## src/rtl/sysctl_pkg.sv

```systemverilog
package sysctl_pkg;
  localparam int unsigned ADDR_W   = 8;
  localparam int unsigned DATA_W   = 8;
  localparam int unsigned SUB_N    = 8;
  localparam int unsigned GPO_BYTES = 3;
  localparam int unsigned GPO_W    = GPO_BYTES * DATA_W;

  typedef logic [DATA_W-1:0] byte_t;
  typedef logic [ADDR_W-1:0] addr_t;

  localparam byte_t REV_VALUE = 8'h03;
  localparam addr_t A_REV_LO  = 8'h08;
  localparam addr_t A_REV_HI  = 8'h09;
  localparam addr_t A_STATUS  = 8'h50;
  localparam addr_t A_MASK    = 8'h52;
  localparam addr_t A_ROUTE   = 8'h54;
  localparam int unsigned A_GPO_DATA = 32'h78;
  localparam int unsigned A_GPO_EN   = 32'h7C;

  localparam int unsigned STORE_N = 8;
  typedef int unsigned store_tbl_t [STORE_N];
  localparam store_tbl_t STORE_BASE  = '{32'h60, 32'h98, 32'h9A, 32'h9C,
                                         32'hA0, 32'hA1, 32'hE0, 32'hE4};
  localparam store_tbl_t STORE_LANES = '{2, 2, 2, 4, 1, 1, 1, 2};
endpackage

```

## src/rtl/sysctl_lane_reg.sv

```systemverilog
module sysctl_lane_reg
  import sysctl_pkg::*;
#(
  parameter int unsigned BASE  = 32'h60,
  parameter int unsigned LANES = 2
) (
  input  logic  clk,
  input  logic  rst_n,
  input  addr_t bus_addr,
  input  logic  bus_we,
  input  byte_t bus_wdata,
  output byte_t rd_data
);
  localparam int unsigned IDX_W = (LANES > 1) ? $clog2(LANES) : 1;

  logic             hit;
  logic [IDX_W-1:0] idx;
  byte_t            lane_q [LANES];
  byte_t            lane_d [LANES];
  logic [LANES-1:0] lane_en;

  always_comb begin
    hit = (32'(bus_addr) >= BASE) && (32'(bus_addr) < BASE + LANES);
    idx = IDX_W'(32'(bus_addr) - BASE);
  end

  for (genvar i = 0; i < LANES; i++) begin : g_lane
    always_comb begin
      lane_en[i] = bus_we && hit && (32'(idx) == i);
      lane_d[i]  = lane_en[i] ? bus_wdata : lane_q[i];
    end

    always_ff @(posedge clk or negedge rst_n) begin
      if (!rst_n) lane_q[i] <= '0;
      else        lane_q[i] <= lane_d[i];
    end
  end

  always_comb begin
    rd_data = '0;
    for (int i = 0; i < LANES; i++) begin
      if (hit && (32'(idx) == i)) rd_data = lane_q[i];
    end
  end
endmodule

```

## src/rtl/sysctl_irq_agg.sv

```systemverilog
module sysctl_irq_agg
  import sysctl_pkg::*;
#(
  parameter int unsigned NSUB = SUB_N
) (
  input  logic            clk,
  input  logic            rst_n,
  input  addr_t           bus_addr,
  input  logic            bus_we,
  input  byte_t           bus_wdata,
  input  logic [NSUB-1:0] sub_irq,
  output logic            host_irq,
  output byte_t           rd_data
);
  byte_t           status_q, status_d;
  byte_t           mask_q,   mask_d;
  byte_t           route_q,  route_d;
  logic [NSUB-1:0] sub_q;
  byte_t           edge_v, lvl_v;

  always_comb begin
    edge_v = '0;
    lvl_v  = '0;
    edge_v[NSUB-1:0] = sub_irq ^ sub_q;
    lvl_v[NSUB-1:0]  = sub_irq;

    status_d = (bus_we && bus_addr == A_STATUS) ? bus_wdata : status_q;
    status_d = (status_d & ~edge_v) | (lvl_v & edge_v);
    mask_d   = (bus_we && bus_addr == A_MASK)  ? bus_wdata : mask_q;
    route_d  = (bus_we && bus_addr == A_ROUTE) ? bus_wdata : route_q;
  end

  always_ff @(posedge clk or negedge rst_n) begin
    if (!rst_n) begin
      status_q <= '0;
      mask_q   <= '0;
      route_q  <= '0;
      sub_q    <= '0;
    end else begin
      status_q <= status_d;
      mask_q   <= mask_d;
      route_q  <= route_d;
      sub_q    <= sub_irq;
    end
  end

  always_comb begin
    host_irq = |(status_q & mask_q);
    unique case (bus_addr)
      A_STATUS: rd_data = status_q;
      A_MASK:   rd_data = mask_q;
      A_ROUTE:  rd_data = route_q;
      default:  rd_data = '0;
    endcase
  end
endmodule

```

## src/rtl/sysctl_gpo_bank.sv

```systemverilog
module sysctl_gpo_bank
  import sysctl_pkg::*;
#(
  parameter int unsigned BYTES     = GPO_BYTES,
  parameter int unsigned DATA_BASE = A_GPO_DATA,
  parameter int unsigned EN_BASE   = A_GPO_EN
) (
  input  logic               clk,
  input  logic               rst_n,
  input  addr_t              bus_addr,
  input  logic               bus_we,
  input  byte_t              bus_wdata,
  output logic [BYTES*8-1:0] level,
  output logic [BYTES*8-1:0] en,
  output logic [BYTES*8-1:0] toggle,
  output byte_t              rd_data
);
  localparam int unsigned W = BYTES * 8;

  byte_t          data_q [BYTES];
  byte_t          data_d [BYTES];
  byte_t          en_q   [BYTES];
  byte_t          en_d   [BYTES];
  logic [W-1:0]   prev_q;
  logic [W-1:0]   data_v;

  for (genvar k = 0; k < BYTES; k++) begin : g_byte
    always_comb begin
      data_d[k] = (bus_we && 32'(bus_addr) == DATA_BASE + k) ? bus_wdata : data_q[k];
      en_d[k]   = (bus_we && 32'(bus_addr) == EN_BASE + k)   ? bus_wdata : en_q[k];
      data_v[8*k +: 8] = data_q[k];
      en[8*k +: 8]     = en_q[k];
    end

    always_ff @(posedge clk or negedge rst_n) begin
      if (!rst_n) begin
        data_q[k] <= '0;
        en_q[k]   <= '0;
      end else begin
        data_q[k] <= data_d[k];
        en_q[k]   <= en_d[k];
      end
    end
  end

  always_comb begin
    level  = data_v & en;
    toggle = level ^ prev_q;
  end

  always_ff @(posedge clk or negedge rst_n) begin
    if (!rst_n) prev_q <= '0;
    else        prev_q <= level;
  end

  always_comb begin
    rd_data = '0;
    for (int k = 0; k < BYTES; k++) begin
      if (32'(bus_addr) == DATA_BASE + k) rd_data = data_q[k];
      if (32'(bus_addr) == EN_BASE + k)   rd_data = en_q[k];
    end
  end
endmodule

```

## src/rtl/sysctl_irq_hub.sv

```systemverilog
module sysctl_irq_hub
  import sysctl_pkg::*;
(
  input  logic             clk,
  input  logic             rst_n,
  input  logic [7:0]       bus_addr,
  input  logic             bus_we,
  input  logic [7:0]       bus_wdata,
  output logic [7:0]       bus_rdata,
  input  logic [SUB_N-1:0] sub_irq,
  output logic             host_irq,
  output logic [GPO_W-1:0] gpo_level,
  output logic [GPO_W-1:0] gpo_en,
  output logic [GPO_W-1:0] gpo_toggle
);
  logic  rst_meta_q, rst_sync_q;
  byte_t irq_rd, gpo_rd;
  byte_t store_rd [STORE_N];
  byte_t rev_rd;

  always_ff @(posedge clk or negedge rst_n) begin
    if (!rst_n) begin
      rst_meta_q <= 1'b0;
      rst_sync_q <= 1'b0;
    end else begin
      rst_meta_q <= 1'b1;
      rst_sync_q <= rst_meta_q;
    end
  end

  sysctl_irq_agg #(.NSUB(SUB_N)) u_irq (
    .clk       (clk),
    .rst_n     (rst_sync_q),
    .bus_addr  (bus_addr),
    .bus_we    (bus_we),
    .bus_wdata (bus_wdata),
    .sub_irq   (sub_irq),
    .host_irq  (host_irq),
    .rd_data   (irq_rd)
  );

  sysctl_gpo_bank #(
    .BYTES     (GPO_BYTES),
    .DATA_BASE (A_GPO_DATA),
    .EN_BASE   (A_GPO_EN)
  ) u_gpo (
    .clk       (clk),
    .rst_n     (rst_sync_q),
    .bus_addr  (bus_addr),
    .bus_we    (bus_we),
    .bus_wdata (bus_wdata),
    .level     (gpo_level),
    .en        (gpo_en),
    .toggle    (gpo_toggle),
    .rd_data   (gpo_rd)
  );

  for (genvar g = 0; g < STORE_N; g++) begin : g_store
    sysctl_lane_reg #(
      .BASE  (STORE_BASE[g]),
      .LANES (STORE_LANES[g])
    ) u_word (
      .clk       (clk),
      .rst_n     (rst_sync_q),
      .bus_addr  (bus_addr),
      .bus_we    (bus_we),
      .bus_wdata (bus_wdata),
      .rd_data   (store_rd[g])
    );
  end

  always_comb begin
    rev_rd = (bus_addr == A_REV_LO) ? REV_VALUE : '0;
    bus_rdata = rev_rd | irq_rd | gpo_rd;
    for (int g = 0; g < STORE_N; g++) bus_rdata = bus_rdata | store_rd[g];
  end
endmodule

```

## config.mk

```make
export PLATFORM = sky130hd
export DESIGN_NAME = sysctl_irq_hub
export DESIGN_NICKNAME = d
export VERILOG_FILES = /design/src/rtl/sysctl_pkg.sv /design/src/rtl/sysctl_lane_reg.sv /design/src/rtl/sysctl_irq_agg.sv /design/src/rtl/sysctl_gpo_bank.sv /design/src/rtl/sysctl_irq_hub.sv
export SDC_FILE = /design/constraint.sdc
export NUM_CORES = 1
export LEC_CHECK = 0
export BUFFER_PORTS_ARGS = -buffer_cell sky130_fd_sc_hd__buf_2
export CAP_MARGIN = 5
export CORE_AREA = 5 5 273 168
export DETAILED_ROUTE_END_ITERATION = 6
export DIE_AREA = 0 0 278 173
export GPL_TIMING_DRIVEN = 0
export SLEW_MARGIN = 20
export SYNTH_ARGS = -nofsm -noshare
export SYNTH_HDL_FRONTEND = slang
export SYNTH_SLANG_ARGS = --single-unit
```

## constraint.sdc

```tcl
create_clock -name clk -period 19.7 [get_ports clk]
set_input_delay 1.97 -clock clk [delete_from_list [all_inputs] [get_ports clk]]
set_output_delay 1.97 -clock clk [all_outputs]
set_load 0.005 [all_outputs]
```

* Yosys cells after proc, flatten, opt, wreduce, memory -nomap -nowiden
Cells that the tools add are included.
** Word-level totals
- Register bits after elaboration :: 226
- Bits of input ports :: 27
- Output and inout bits :: 81
** Cells by class
- Add/subtract/negate cells :: 8
- Order comparisons :: 16
- Eq/ne operators :: 13
- Multiplexer cells :: 24
- Bitwise operators :: 25
- Reductions and logical operators :: 57
** Operators by type and width (count)
- $mux W8 :: 22
- $or A8 B8 Y8 :: 10
- $eq A8 B7 Y1 const B :: 9
- $ge A8 B8 Y1 const B :: 7
- $lt A8 B8 Y1 const B :: 7
- $logic_and A1 B1 Y1 :: 55
- $and A24 B24 Y24 :: 1
- $and A8 B8 Y8 :: 3
- $pmux W8 S3 :: 1
- $xor A24 B24 Y24 :: 1
- $eq A8 B4 Y1 const B :: 1
- $ge A8 B7 Y1 const B :: 1
- $lt A8 B7 Y1 const B :: 1
- $not A8 Y8 :: 1
- $or A2 B8 Y8 :: 1
- $reduce_or A8 Y1 :: 1
- $xor A8 B8 Y8 :: 1
- $not A1 Y1 :: 7
- $sub A1 B1 Y1 const B :: 7
- $eq A2 B2 Y1 const B :: 2
- $eq A2 B1 Y1 const B :: 1
- $logic_not A2 Y1 :: 1
- $mux W2 :: 1
- $sub A2 B1 Y2 const B :: 1

* Logic depth before layout (Yosys ltp)
- Depth after elaboration :: 16
- Mapped depth :: 8
- Depth with buffers taken out :: 5

* Modules after synthesis
Synthesis repeated with hierarchy kept, for this count alone.
** Second synthesis, totals
- Cells, all modules :: 850
- Area total of the unflattened synthesis :: 10996.8 um^2
** By module, submodules not included
- sysctl_gpo_bank :: times used 1, cells an instance 267, area each 3283.1 um^2, sequential area each 1801.7 um^2
- sysctl_lane_reg at g_store[3].u_word :: times used 1, cells an instance 95, area each 1556.5 um^2, sequential area each 800.8 um^2
- sysctl_irq_agg :: times used 1, cells an instance 139, area each 1503.9 um^2, sequential area each 800.8 um^2
- sysctl_lane_reg at g_store[7].u_word :: times used 1, cells an instance 58, area each 828.3 um^2, sequential area each 400.4 um^2
- sysctl_lane_reg at g_store[2].u_word :: times used 1, cells an instance 55, area each 794.5 um^2, sequential area each 400.4 um^2
- sysctl_lane_reg at g_store[1].u_word :: times used 1, cells an instance 55, area each 792.0 um^2, sequential area each 400.4 um^2
- sysctl_lane_reg at g_store[0].u_word :: times used 1, cells an instance 54, area each 763.2 um^2, sequential area each 400.4 um^2
- sysctl_lane_reg at g_store[6].u_word :: times used 1, cells an instance 31, area each 422.9 um^2, sequential area each 200.2 um^2
- sysctl_lane_reg at g_store[4].u_word :: times used 1, cells an instance 29, area each 402.9 um^2, sequential area each 200.2 um^2
- sysctl_lane_reg at g_store[5].u_word :: times used 1, cells an instance 29, area each 391.6 um^2, sequential area each 200.2 um^2
- sysctl_irq_hub :: times used 1, cells an instance 38, area each 257.7 um^2, sequential area each 50.0 um^2

* Least setup slack after synthesis
No wires, ideal clock.
- Kind :: input-to-output
- Start :: input port bus_addr[2]
- End :: output port bus_rdata[4]
- Data arrival time :: 3.448 ns
- Required time :: 17.730 ns
- Path slack :: 14.282 ns
- Cell stages on the path :: 7
- Path through :: buf_6 -> clkbuf_1 -> clkbuf_1 -> mux2i_1 -> o22ai_1 -> a2111oi_0 -> nand3_1
** On the way
- Longest elaborated chain between the ends :: 16
** Ends and longest elaborated chain
- start, declared :: RTL line sysctl_irq_hub.sv:6 : input logic [7:0] bus_addr,
- $eq A8 B7 Y1 :: RTL line sysctl_gpo_bank.sv:59 : if (32'(bus_addr) == DATA_BASE + k) rd_data = data_q[k];
- $mux W8 :: RTL line sysctl_gpo_bank.sv:59
- $mux W8 :: RTL line sysctl_gpo_bank.sv:60 : if (32'(bus_addr) == EN_BASE + k) rd_data = en_q[k];
- $mux W8 :: RTL line sysctl_gpo_bank.sv:59
- $mux W8 :: RTL line sysctl_gpo_bank.sv:60
- $mux W8 :: RTL line sysctl_gpo_bank.sv:59
- $mux W8 :: RTL line sysctl_gpo_bank.sv:60
- $or A8 B8 Y8 :: RTL line sysctl_irq_hub.sv:74 : bus_rdata = rev_rd | irq_rd | gpo_rd;
- $or A8 B8 Y8 (7 in a row) :: RTL line sysctl_irq_hub.sv:75 : for (int g = 0; g < STORE_N; g++) bus_rdata = bus_rdata | store_rd[g];
- $or A8 B8 Y8 (*) :: RTL line sysctl_irq_hub.sv:75
- end, declared :: RTL line sysctl_irq_hub.sv:9 : output logic [7:0] bus_rdata,
Mark *: on every way between the ends. The rest lies on a longest branch, timed or not.

* Worst setup path after layout
- Start :: input port bus_addr[6]
- End :: output port bus_rdata[3]
The elaborated chain is that of the path after synthesis.

==> metrics.md <==
| Metric | Value |
|---|---|
| Status | `finished, final reports clean` |
| Total wire length | `37.9 mm` |
| Clock buffer count from CTS | `24` |
| Slew Limit Fails | `0` |
| 1st-iter DRT viols | `642` |
| Net Sw Frac | `25.0%` |
| Max-slew headroom | `18.0%` |
| Placer Congestion | `0.948` |
| Setup bufs post-CTS | `0` |
| WP buf/inv | `3` |
| Most common cell on crit path | `buf_2` |
| Synthesized flop and latch total | `226` |
| Sw Pwr | `0.000267 W` |
| Synth area leader | `dfrtp_1` |
| Non-Filler Instances | `1,558` |
| Most frequent cell after synthesis | `dfrtp_1` |
| Synth top area share | `53.0%` |
| Worst-Margin Slew | `1.21 ns` |
| Cells after synthesis | `829` |
| Critical Path End Type | `primary output` |
| Clock share of power | `44.8%` |
| Unique masters post-synth | `64` |
| Total Power | `0.00107 W` |
| Final Hold Vio Count | `0` |
| Area grow syn2layout | `20.4%` |
| DP Wirelength | `28.9 mm` |
| Nets | `990` |
| Worst-path cell chain | `buf_2, buf_4, nand4b_2, nor3_1, a2111oi_0, a211oi_1, nand4_1, buf_2` |
| IO Port Bufs | `104` |
| Die W | `278 um` |
| Sequential-to-total area share from yosys stat | `53.0%` |
| Clk pin slew, worst setup/hold paths | `0.06 ns` |
| Share of cells above drive strength 1 | `40.6%` |
| Critical path startpoint | `bus_addr[6]` |
| # placed instances | `1,516` |
| Main synth FF type | `dfrtp_1` |
| Synth top cells by count | `dfrtp_1 (226), mux2_2 (187), and2_1 (27)` |
| CTS HTree Levels | `1` |
| Synth async-reset ratio | `100%` |
| Vias in the first global route | `7,794` |
| Avg Synthesized Cell Area | `12.9 um^2` |
| WP data required | `17.73 ns` |
| FF-to-FF Start | `rst_sync_q$_DFF_PN0_` |
| Post-route antenna net violation count | `0` |
| Clk_lat worst skew | `0.54 ns` |
| Final WS setup | `12.44 ns` |
| CTS Buffer Depth | `3` |
| Final min period | `7.26 ns` |
| Synthesis Warnings | `0` |
| Int Pwr | `0.000801 W` |
| Peak VDD IR | `0.0444 mV` |
| Fmax | `0.138 GHz` |
| Fin crit share | `36.9%` |
| DR vias | `7,682` |
| Startpoint types | `input pin` |
| Starting Density | `24.8%` |
| Root Buffer | `clkbuf_16` |
| Clk_skew | `0.0141 ns` |
| Initial antenna violation count | `1` |
| First-pass GRT wire length | `55.3 mm` |
| Core Box Area | `43,000 um^2` |
| Gate power share | `8.2%` |
| Gr ovfl total | `0` |
| Post-CTS sizing | `0` |
| Flop pwr share | `47.0%` |
| Min Hold Slack | `0.302 ns` |
| CTS Hold Buffers Added | `0` |
| CTS tree | `done` |
| Die Area | `48,100 um^2` |
| Post-synth EDFFs | `0` |
| Drt pass-1 iters | `6` |
| DP Worst Slack | `12.69 ns` |
| Post-Syn Area | `10,700 um^2` |
| Met1 Use GR | `22.8%` |
| RSZ-0062 raised after global routing | `no` |
| Row Count | `59` |
| Post-route setup TNS | `0 ns` |
| Ports | `108` |
| DRC violation count after routing | `0` |
| Clock sinks | `226` |
| Grt met2 use | `21.1%` |
| # diodes | `0` |
| CP top delay family | `simple AND/OR/NAND/NOR gates` |
| Crit path DAT | `5.29 ns` |
| Maxcap violations | `0` |
| Met3 GRT Util | `5.97%` |
| Pwr/cell area | `83.2 nW/um^2` |
| Gr usage total | `15.3%` |
| Number of vias per cell | `4.93` |
| Pin count of the biggest net entering global routing | `57` |
| Wire per inst | `24.4 um` |
| Critical path class | `input pin to primary output` |
| Die H | `173 um` |
| CP Max Fanout | `10` |
| Global-route layer with the greatest usage | `met1` |
| Worst path max stage delay | `0.94 ns` |
| Slowest CP cell | `nor3_1` |
| Hold WC Path Type | `flop to asynchronous set/reset pin` |
| Mapped Nets | `856` |
| Synth top area cells | `dfrtp_1 (53%), mux2_2 (20%), mux2i_1 (2.3%)` |
| Final setup vio count | `0` |
| LEAKAGE | `6.31 nW` |
[flip-flops by register name, indices dropped and copies added (netlist names), named ones only]
signal,count
rst_sync_q,1
u_gpo.en,24
u_irq.route_q,8
g_store.u_word.lane_q,120
u_irq.mask_q,8
u_gpo.data_q,24
u_gpo.prev_q,24
u_irq.sub_q,8
rst_meta_q,1
[final cells by class]
cell class	count	area [um^2]
clock inverters	7	104
repair buffers	108	623
well taps	579	724
clock buffers	35	722
plain buffers	43	195
flip-flops and latches	226	5660
multi-input cells	547	4760
fillers	4423	30100
inverters	13	48.8
[kinds of logic after synthesis]
group	count (synthesis)	share of synthesized area, %
other cells	1	0.0352
buf+inv	56	2.29
compound gates	101	6.74
xor+xnor	24	1.97
flops	226	53.0
mux	225	24.4
simple gates	188	10.7
fa+ha+maj	8	0.845
[through the flow]
| step | instance area (um^2) | util (%) |
|---|---|---|
| after CTS | 12800 | 29.9 |
| after detailed placement | 12000 | 28.0 |
| after global routing | 12800 | 29.9 |
| final | 12800 | 29.9 |
| after floorplan | 10700 | - |
| after global placement | 11900 | 27.7 |
[metal layers]
layer / wire, um / vias to the layer above
met4: 702 / 0
li1: - / 3315
met5: 0 / -
met2: 15200 / 274
met3: 3780 / 59
met1: 18300 / 4034
[power groups by stage]
stage | combinational, W | clock, W | sequential, W
after detailed placement | 0.0000874 | 0 | 0.000510
after global placement | 0.0000756 | 0 | 0.000517
after CTS | 0.0000877 | 0.000491 | 0.000502
final | 0.0000875 | 0.000478 | 0.000502
after floorplan | 0.0000463 | 0 | 0.000509
after global routing | 0.0000945 | 0.000510 | 0.000504
[worst register-to-register path, cell delays in order, from the launching register on]
cell	delay [ns]
dfrtp_4	0.75
buf_16	0.33
buf_16	0.36
[worst paths after layout]
check                                              to  slack [ns]  cells past startpoint
max                                      bus_rdata[3]       12.44                      8
min                        asynchronous set/reset pin        0.30                      0
max reg2reg                u_gpo.prev_q[19]$_DFF_PN0_       18.39                      2
min reg2reg                asynchronous set/reset pin        0.30                      0
max in group asynchronous  u_gpo.prev_q[19]$_DFF_PN0_       18.39                      2
min in group clk                 rst_sync_q$_DFF_PN0_        0.35                      0
[placed cells by master (no fill, tap or decap), types with 13 or more instances in the layout]
cell,n
dfrtp_1,225
mux2_2,187
buf_2,116
clkbuf_1,29
and2_1,27
nand2_1,26
xor2_1,24
mux2i_1,24
clkbuf_16,24
nand3_1,21
nor2_1,20
a22oi_1,19
nand4_1,17
inv_1,13
o21ai_0,13
(Power assumes the default switching activity.)
